## src/rtl/inb_unsup_pkg.sv

```systemverilog
package inb_unsup_pkg;
  localparam logic [2:0] K_MEM_RD = 3'd0;
  localparam logic [2:0] K_MEM_WR = 3'd1;
  localparam logic [2:0] ST_UR    = 3'b001;

  function automatic logic is_mem_kind(input logic [2:0] kind);
    return (kind == K_MEM_RD) || (kind == K_MEM_WR);
  endfunction
endpackage

```

## src/rtl/inb_req_steer.sv

```systemverilog
module inb_req_steer
  import inb_unsup_pkg::*;
#(
  parameter int ADDR_W = 32,
  parameter int DATA_W = 32,
  parameter int TAG_W  = 8,
  parameter logic [ADDR_W-1:0] REDIR_ADDR = ADDR_W'(32'h000C_0000)
) (
  input  logic              clk_i,
  input  logic              rst_ni,
  input  logic              req_valid_i,
  output logic              req_ready_o,
  input  logic [2:0]        req_kind_i,
  input  logic [ADDR_W-1:0] req_addr_i,
  input  logic [TAG_W-1:0]  req_tag_i,
  input  logic [DATA_W-1:0] req_data_i,
  input  logic              table_full_i,
  output logic              alloc_o,
  output logic              mreq_valid_o,
  input  logic              mreq_ready_i,
  output logic              mreq_we_o,
  output logic [ADDR_W-1:0] mreq_addr_o,
  output logic [TAG_W-1:0]  mreq_tag_o,
  output logic [DATA_W-1:0] mreq_data_o
);
  logic is_mem, may_pass;

  always_comb begin
    is_mem       = is_mem_kind(req_kind_i);
    may_pass     = is_mem || !table_full_i;
    mreq_valid_o = req_valid_i && may_pass;
    req_ready_o  = mreq_ready_i && may_pass;
    alloc_o      = req_valid_i && mreq_ready_i && !is_mem && !table_full_i;
    mreq_we_o    = is_mem && (req_kind_i == K_MEM_WR);
    mreq_addr_o  = is_mem ? req_addr_i : REDIR_ADDR;
    mreq_data_o  = is_mem ? req_data_i : '0;
    mreq_tag_o   = req_tag_i;
  end

  assert_mem_pass_R1: assert property (@(posedge clk_i) disable iff (!rst_ni)
    mreq_valid_o && is_mem_kind(req_kind_i) |->
      mreq_addr_o == req_addr_i && mreq_data_o == req_data_i && mreq_tag_o == req_tag_i);

  assert_redirect_read_R2: assert property (@(posedge clk_i) disable iff (!rst_ni)
    mreq_valid_o && !is_mem_kind(req_kind_i) |->
      mreq_addr_o == REDIR_ADDR && !mreq_we_o && mreq_tag_o == req_tag_i);

  assert_ready_gated_R4: assert property (@(posedge clk_i) disable iff (!rst_ni)
    !mreq_ready_i |-> !req_ready_o && !alloc_o);
endmodule

```

## src/rtl/inb_tag_table.sv

```systemverilog
module inb_tag_table #(
  parameter int TAG_W   = 8,
  parameter int ENTRIES = 8
) (
  input  logic             clk_i,
  input  logic             rst_ni,
  input  logic             alloc_i,
  input  logic [TAG_W-1:0] alloc_tag_i,
  input  logic             lookup_valid_i,
  input  logic [TAG_W-1:0] lookup_tag_i,
  output logic             hit_o,
  output logic             full_o
);
  logic [ENTRIES-1:0] vld_q, match, sel;
  logic [TAG_W-1:0]   tag_q [ENTRIES];

  // lowest free slot
  always_comb begin
    logic found;
    found = 1'b0;
    sel   = '0;
    for (int i = 0; i < ENTRIES; i++) begin
      if (!vld_q[i] && !found) begin
        sel[i] = 1'b1;
        found  = 1'b1;
      end
    end
  end

  for (genvar g = 0; g < ENTRIES; g++) begin : g_ent
    assign match[g] = vld_q[g] && lookup_valid_i && (tag_q[g] == lookup_tag_i);

    always_ff @(posedge clk_i or negedge rst_ni) begin
      if (!rst_ni) begin
        vld_q[g] <= 1'b0;
        tag_q[g] <= '0;
      end else if (alloc_i && sel[g]) begin
        vld_q[g] <= 1'b1;
        tag_q[g] <= alloc_tag_i;
      end else if (match[g]) begin
        vld_q[g] <= 1'b0;
      end
    end
  end

  assign hit_o  = |match;
  assign full_o = &vld_q;

  assert_no_alloc_full_R6: assert property (@(posedge clk_i) disable iff (!rst_ni)
    full_o |-> !alloc_i);

  assert_alloc_adds_one_R5: assert property (@(posedge clk_i) disable iff (!rst_ni)
    alloc_i && !hit_o |=> $countones(vld_q) == $past($countones(vld_q)) + 1);

  assert_unique_hit_R5: assert property (@(posedge clk_i) disable iff (!rst_ni)
    $onehot0(match));
endmodule

```

## src/rtl/inb_cpl_rewrite.sv

```systemverilog
module inb_cpl_rewrite
  import inb_unsup_pkg::*;
#(
  parameter int DATA_W = 32,
  parameter int TAG_W  = 8
) (
  input  logic              clk_i,
  input  logic              rst_ni,
  input  logic              hit_i,
  input  logic              cpl_valid_i,
  input  logic [TAG_W-1:0]  cpl_tag_i,
  input  logic [2:0]        cpl_status_i,
  input  logic              cpl_has_data_i,
  input  logic [DATA_W-1:0] cpl_data_i,
  output logic              cpl_valid_o,
  output logic [TAG_W-1:0]  cpl_tag_o,
  output logic [2:0]        cpl_status_o,
  output logic              cpl_has_data_o,
  output logic [DATA_W-1:0] cpl_data_o
);
  always_comb begin
    cpl_valid_o    = cpl_valid_i;
    cpl_tag_o      = cpl_tag_i;
    cpl_status_o   = hit_i ? ST_UR : cpl_status_i;
    cpl_has_data_o = hit_i ? 1'b0  : cpl_has_data_i;
    cpl_data_o     = hit_i ? '0    : cpl_data_i;
  end

  assert_ur_no_data_R5: assert property (@(posedge clk_i) disable iff (!rst_ni)
    cpl_valid_o && hit_i |-> cpl_status_o == ST_UR && !cpl_has_data_o && cpl_data_o == '0);

  assert_cpl_pass_R7: assert property (@(posedge clk_i) disable iff (!rst_ni)
    cpl_valid_o && !hit_i |-> cpl_status_o == cpl_status_i && cpl_data_o == cpl_data_i);
endmodule

```

## src/rtl/inb_unsup_handler.sv

```systemverilog
module inb_unsup_handler
  import inb_unsup_pkg::*;
#(
  parameter int ADDR_W  = 32,
  parameter int DATA_W  = 32,
  parameter int TAG_W   = 8,
  parameter int ENTRIES = 8,
  parameter logic [ADDR_W-1:0] REDIR_ADDR = ADDR_W'(32'h000C_0000)
) (
  input  logic              clk_i,
  input  logic              rst_ni,
  input  logic              req_valid_i,
  output logic              req_ready_o,
  input  logic [2:0]        req_kind_i,
  input  logic [ADDR_W-1:0] req_addr_i,
  input  logic [TAG_W-1:0]  req_tag_i,
  input  logic [DATA_W-1:0] req_data_i,
  output logic              mreq_valid_o,
  input  logic              mreq_ready_i,
  output logic              mreq_we_o,
  output logic [ADDR_W-1:0] mreq_addr_o,
  output logic [TAG_W-1:0]  mreq_tag_o,
  output logic [DATA_W-1:0] mreq_data_o,
  input  logic              cpl_valid_i,
  input  logic [TAG_W-1:0]  cpl_tag_i,
  input  logic [2:0]        cpl_status_i,
  input  logic              cpl_has_data_i,
  input  logic [DATA_W-1:0] cpl_data_i,
  output logic              cpl_valid_o,
  output logic [TAG_W-1:0]  cpl_tag_o,
  output logic [2:0]        cpl_status_o,
  output logic              cpl_has_data_o,
  output logic [DATA_W-1:0] cpl_data_o
);
  logic alloc, full, hit;

  inb_req_steer #(
    .ADDR_W(ADDR_W), .DATA_W(DATA_W), .TAG_W(TAG_W), .REDIR_ADDR(REDIR_ADDR)
  ) u_steer (
    .clk_i, .rst_ni,
    .req_valid_i, .req_ready_o, .req_kind_i, .req_addr_i, .req_tag_i, .req_data_i,
    .table_full_i(full), .alloc_o(alloc),
    .mreq_valid_o, .mreq_ready_i, .mreq_we_o, .mreq_addr_o, .mreq_tag_o, .mreq_data_o
  );

  inb_tag_table #(.TAG_W(TAG_W), .ENTRIES(ENTRIES)) u_table (
    .clk_i, .rst_ni,
    .alloc_i(alloc), .alloc_tag_i(req_tag_i),
    .lookup_valid_i(cpl_valid_i), .lookup_tag_i(cpl_tag_i),
    .hit_o(hit), .full_o(full)
  );

  inb_cpl_rewrite #(.DATA_W(DATA_W), .TAG_W(TAG_W)) u_cpl (
    .clk_i, .rst_ni, .hit_i(hit),
    .cpl_valid_i, .cpl_tag_i, .cpl_status_i, .cpl_has_data_i, .cpl_data_i,
    .cpl_valid_o, .cpl_tag_o, .cpl_status_o, .cpl_has_data_o, .cpl_data_o
  );

  assert_full_blocks_R6: assert property (@(posedge clk_i) disable iff (!rst_ni)
    full && req_valid_i && !is_mem_kind(req_kind_i) |-> !req_ready_o && !mreq_valid_o);

  assert_idle_out_R8: assert property (@(posedge clk_i) disable iff (!rst_ni)
    !req_valid_i && !cpl_valid_i |-> !mreq_valid_o && !cpl_valid_o);
endmodule

```

## config.mk

```make
export PLATFORM = sky130hd
export DESIGN_NAME = inb_unsup_handler
export DESIGN_NICKNAME = d
export VERILOG_FILES = /design/src/rtl/inb_unsup_pkg.sv /design/src/rtl/inb_req_steer.sv /design/src/rtl/inb_tag_table.sv /design/src/rtl/inb_cpl_rewrite.sv /design/src/rtl/inb_unsup_handler.sv
export SDC_FILE = /design/constraint.sdc
export NUM_CORES = 1
export LEC_CHECK = 0
export CORE_ASPECT_RATIO = 0.7
export CORE_MARGIN = 3
export CORE_UTILIZATION = 40
export DETAILED_ROUTE_END_ITERATION = 6
export GPL_TIMING_DRIVEN = 0
export HOLD_SLACK_MARGIN = 0.02
export PLACE_DENSITY = 0.82
export SLEW_MARGIN = 10
export SYNTH_ARGS = -nofsm -noshare
export SYNTH_HDL_FRONTEND = slang
export SYNTH_SLANG_ARGS = --single-unit
```

## constraint.sdc

```tcl
create_clock -name clk_i -period 2.15 [get_ports clk_i]
set_input_delay 0.215 -clock clk_i [delete_from_list [all_inputs] [get_ports clk_i]]
set_output_delay 0.215 -clock clk_i [all_outputs]
set_load 0.05 [all_outputs]
```

==> results by stage <==
Outcome:
- The run finished, with violations left.
- The final reports fail on negative setup slack.

Placement:
- The instance area at placement is slightly above 7000 µm².
- OpenSTA, run right after detailed placement, puts the worst setup slack at -1.49 ns.
- The port buffer count is approximately 240.
- The post-detailed-placement half-perimeter wirelength is ~14000 µm.
- The global placement routability congestion is between 0.8 and 0.9.

Layout:
- The ratio of cells with drive above 1 in the final layout is between 40% and 50%.
- The post-route cell area is slightly below 8000 µm².
- The final-stage net count is ~830.
- After filler insertion, the fill cell instance count of the layout stands at 760.
- The final design utilization is about 74%.
- From synthesis to final layout, the design area changed by 75.6%.

Die:
- The row count is 31.
- The floorplan step defined a core boundary enclosing roughly 11000 µm².
- The I/O pin count is ~240.
- The die outline area is approximately 12000 µm².
- The x dimension of the die is 132 µm.
- Measured along the y axis, the die boundary spans between 90 and 100 µm.
- The starting density of the core is about two fifths.

CTS:
- The master cell of the clock root buffer is clkbuf_16.
- The clock tree synthesis step divided the H-tree into 3 levels.
- The clock latency at the later pin of the worst-skew pair is ~0.33 ns.
- The number of buffers on the longest clock path is 2.
- The clock-pin slew on the worst setup and hold paths is 0.05 ns.
- TritonCTS built the clock tree.
- In this run, CTS created clock tree buffers numbering 9.
- The sink count of the clock tree is slightly above 70.

Setup path:
- The type of the setup path with the least slack is reg -> out.
- The worst-path cell with the longest stage delay is nor4_2.
- STA classifies the critical path endpoint as a primary output.
- Of all nets on the critical path, the largest fanout is 10.
- The required time reported for the critical path endpoint is ~1.9 ns.
- For flop-to-flop paths, the worst setup slack is ~0.08 ns.
- The depth of the worst register-to-register path is 6.
- The delay of the slowest critical-path stage is around 0.48 ns.
- The worst setup path is launched from a flop.
- The most prevalent standard cell on the critical path is buf_6.
- Traced cell by cell, the critical path runs through xor2_1, nor4_2, nand3_1, nand4_1, buf_6, clkbuf_16, nor3_2, buf_6.
- At the worst endpoint, the arrival time is 2.26 ns.

STA:
- The final-report hold violation count is 0.
- Setup repair after global routing could not meet its margin everywhere.
- At the pin with the least slew margin, the transition time is 0.813 ns.
- Across all setup checks in the final design, the least slack found is -0.325 ns.
- The final count of pins violating max slew was 0.
- Setup violations remaining at the end of the flow were counted as 36.
- The final setup TNS is -10.42 ns.
- The minimum period implied by the final worst setup slack is about 2.5 ns.
- The final critical-path share of the clock period is 115%.
- The clock tree skew after final layout is between 0.005 and 0.006 ns.
- The final hold slack is about 0.35 ns.
- The worst pin sits at a relative slew slack of 45.5%.
- Timing would allow up to between 0.4 and 0.5 GHz.

Logic synthesis:
- The async set-reset flop share out of synthesis is 100%.
- The synthesized netlist occupies a cell area of 4440 µm².
- After technology mapping, the gate count stands at around 440.
- The number of flops mapped to enable cells by yosys is 0.
- In the post-synthesis netlist, the biggest area contributors are dfrtp_1 41%, mux2_2 16%, xor2_1 11%.
- The synthesized design devotes to its leading area cell type approximately 41% of total area.
- The Yosys step of the flow raised 0 warnings.
- Counting instances in the post-synthesis netlist gives the leading cell types as 72 x dfrtp_1, 64 x mux2_2, 63 x and2_1.
- Counting distinct cell types in the post-synthesis netlist gives 26.
- After synthesis, flip-flops and latches occupy about 41% of the total area.
- The prevailing post-synth register cell is dfrtp_1.
- The cell taking the most area after synthesis is dfrtp_1.
- The count of state elements after synthesis is 72.
- The number of nets in the synthesized netlist is roughly 560.
- The dominant cell by count in the synthesized netlist is dfrtp_1.
- A synthesized cell averages approximately 10 µm².

Pwr:
- The share of power burned in registers is a little over a third.
- The combinational cell fraction of total power is between 40% and 50%.
- The cell-internal power is approximately 4.2 mW.
- Net switching is roughly 37% of the power.
- Dividing total power by cell area gives a power density of ~850 nW/µm².
- In this run the static leakage power is around 3.7 nW.
- The peak supply drop is between 700 and 800 µV.
- The analysis attributes to net switching a power of around 2.5 mW.
- Per report_power, the clock group accounts for between 20% and 30% of the total.

Global routing:
- The number of antenna violations at the first check in global routing was 5.
- The pin count of the biggest net entering global routing is 46.
- Global routing finished with a remaining overflow of 0.
- The first global-routing pass estimated between 20000 and 30000 µm of wire.
- Global routing consumed, over all layers together, around 28% of the routing resources.
- The via count of the first global-routing pass was 4467.

Route:
- In the routed design, unresolved DRC markers number 0.
- The routed via count is 4351.
- The first-pass detailed-route iteration total is 4.
- In this run, the number of DRC markers left after iteration 0 of detailed routing was between 200 and 250.
- The detail route stage leaves a number of antenna-violating nets equal to 0.
- The post-detailed-route wirelength per cell is 21.4 µm.
- The mean number of vias per cell is 5.07.
- After detailed routing, the total wire length is 18300 µm.

Job:
- The tool flagged a number of max-cap violations equal to 0.

Worst hold path:
- The min-delay analysis places its worst path in the category in -> async.
==> flip-flops by register name, summed over array words and instances, names as in the netlist <==
signal and flops:
u_table.tag_q 64, u_table.vld_q 8
==> routing by layer <==
| metal | up-vias | share of wire [%] | routed length [µm] | GRT usage [%] |
|---|---|---|---|---|
| met4 | 4 | 2.3 | 419 | 8.48 |
| met3 | 35 | 6.8 | 1250 | 7.76 |
| met2 | 167 | 51 | 9370 | 49.2 |
| li1 | 1963 | - | - | - |
| met5 | - | 0.15 | 27 | 0 |
| met1 | 2182 | 40 | 7280 | 32.6 |
==> power by group through the flow <==
stage	clock network (mW)	registers, mW	logic, mW
2_1_floorplan	0	2.31	1.78
3_3_place_gp	0	2.36	2.50
3_5_place_dp	0	2.42	2.57
4_1_cts	1.46	2.41	2.72
5_1_grt	1.51	2.50	2.97
6_report	1.44	2.43	2.80
==> through the flow <==
stage,power [mW],cells
after global placement,4.86,822
after CTS,6.59,848
after global routing,6.98,858
after detailed placement,5.00,823
after floorplan,4.09,439
final,6.67,859
==> final timing paths <==
kind,start,endpoint
max,u_table.tag_q[37],cpl_data_o[17]
min,rst_ni,u_table.tag_q[37]
max reg2reg,u_table.vld_q[1],u_table.tag_q[26]
min reg2reg,u_table.tag_q[36],u_table.tag_q[36]
max in group asynchronous,rst_ni,u_table.vld_q[0]
min in group clk_i,u_table.tag_q[36],u_table.tag_q[36]
==> cell families after synthesis <==
family	Yosys count	share of synthesized area [%]
mux	64	16.2
buf+inv	75	8.02
xor+xnor	64	12.6
simple gates	156	21.3
flops	72	40.5
compound gates	8	1.35
==> critical path: cells and delay by family, from the launching register on <==
family	cells	cell delay, ns
buffers and inverters	3	0.52
and+or+nand+nor	4	0.87
xor gates and xnor gates	1	0.15
DFF	1	0.38
==> cells in the final DEF, fill, tap and decap left out, types with 4 or more instances in the layout <==
cell type and n:
nor4_2 7, a21o_1 8, and2_1 63, clkdlybuf4s50_1 129, nand2_1 4, nor3_2 16
diode_2 4, clkbuf_2 7, buf_4 28, clkdlybuf4s18_2 5, xor2_1 54, clkbuf_16 16
inv_1 35, mux2_2 64, clkdlybuf4s15_2 6, and3_1 8, nor3_1 11, buf_6 36
nand3_1 9, xnor2_1 8, nor3_4 18, buf_2 58, buf_12 4, dfrtp_1 71
==> area by class of cell <==
cell class	count	area, µm²	share of cell area [%]
well taps	148	185	2.37
plain buffers	39	360	4.62
clock buffers	10	229	2.93
clock inverters	6	60.1	0.770
multi-input cells	292	2650	34.0
flip-flops and latches	72	1800	23.1
inverters	35	131	1.68
repair buffers	253	2370	30.4
diodes	4	10.0	0.128
==> repair_timing <==
action / 4_1_cts / 5_1_grt
pin swaps: 10 / 11
hold endpoints to repair: 27 / 0
hold buffers: 1 / 0
endpoints found under the setup margin: 127 / 127
cloned: 1 / 2
resized for setup: 493 / 127
setup buffers: 7 / 6
No activity file was read; power rests on OpenSTA's default activity.
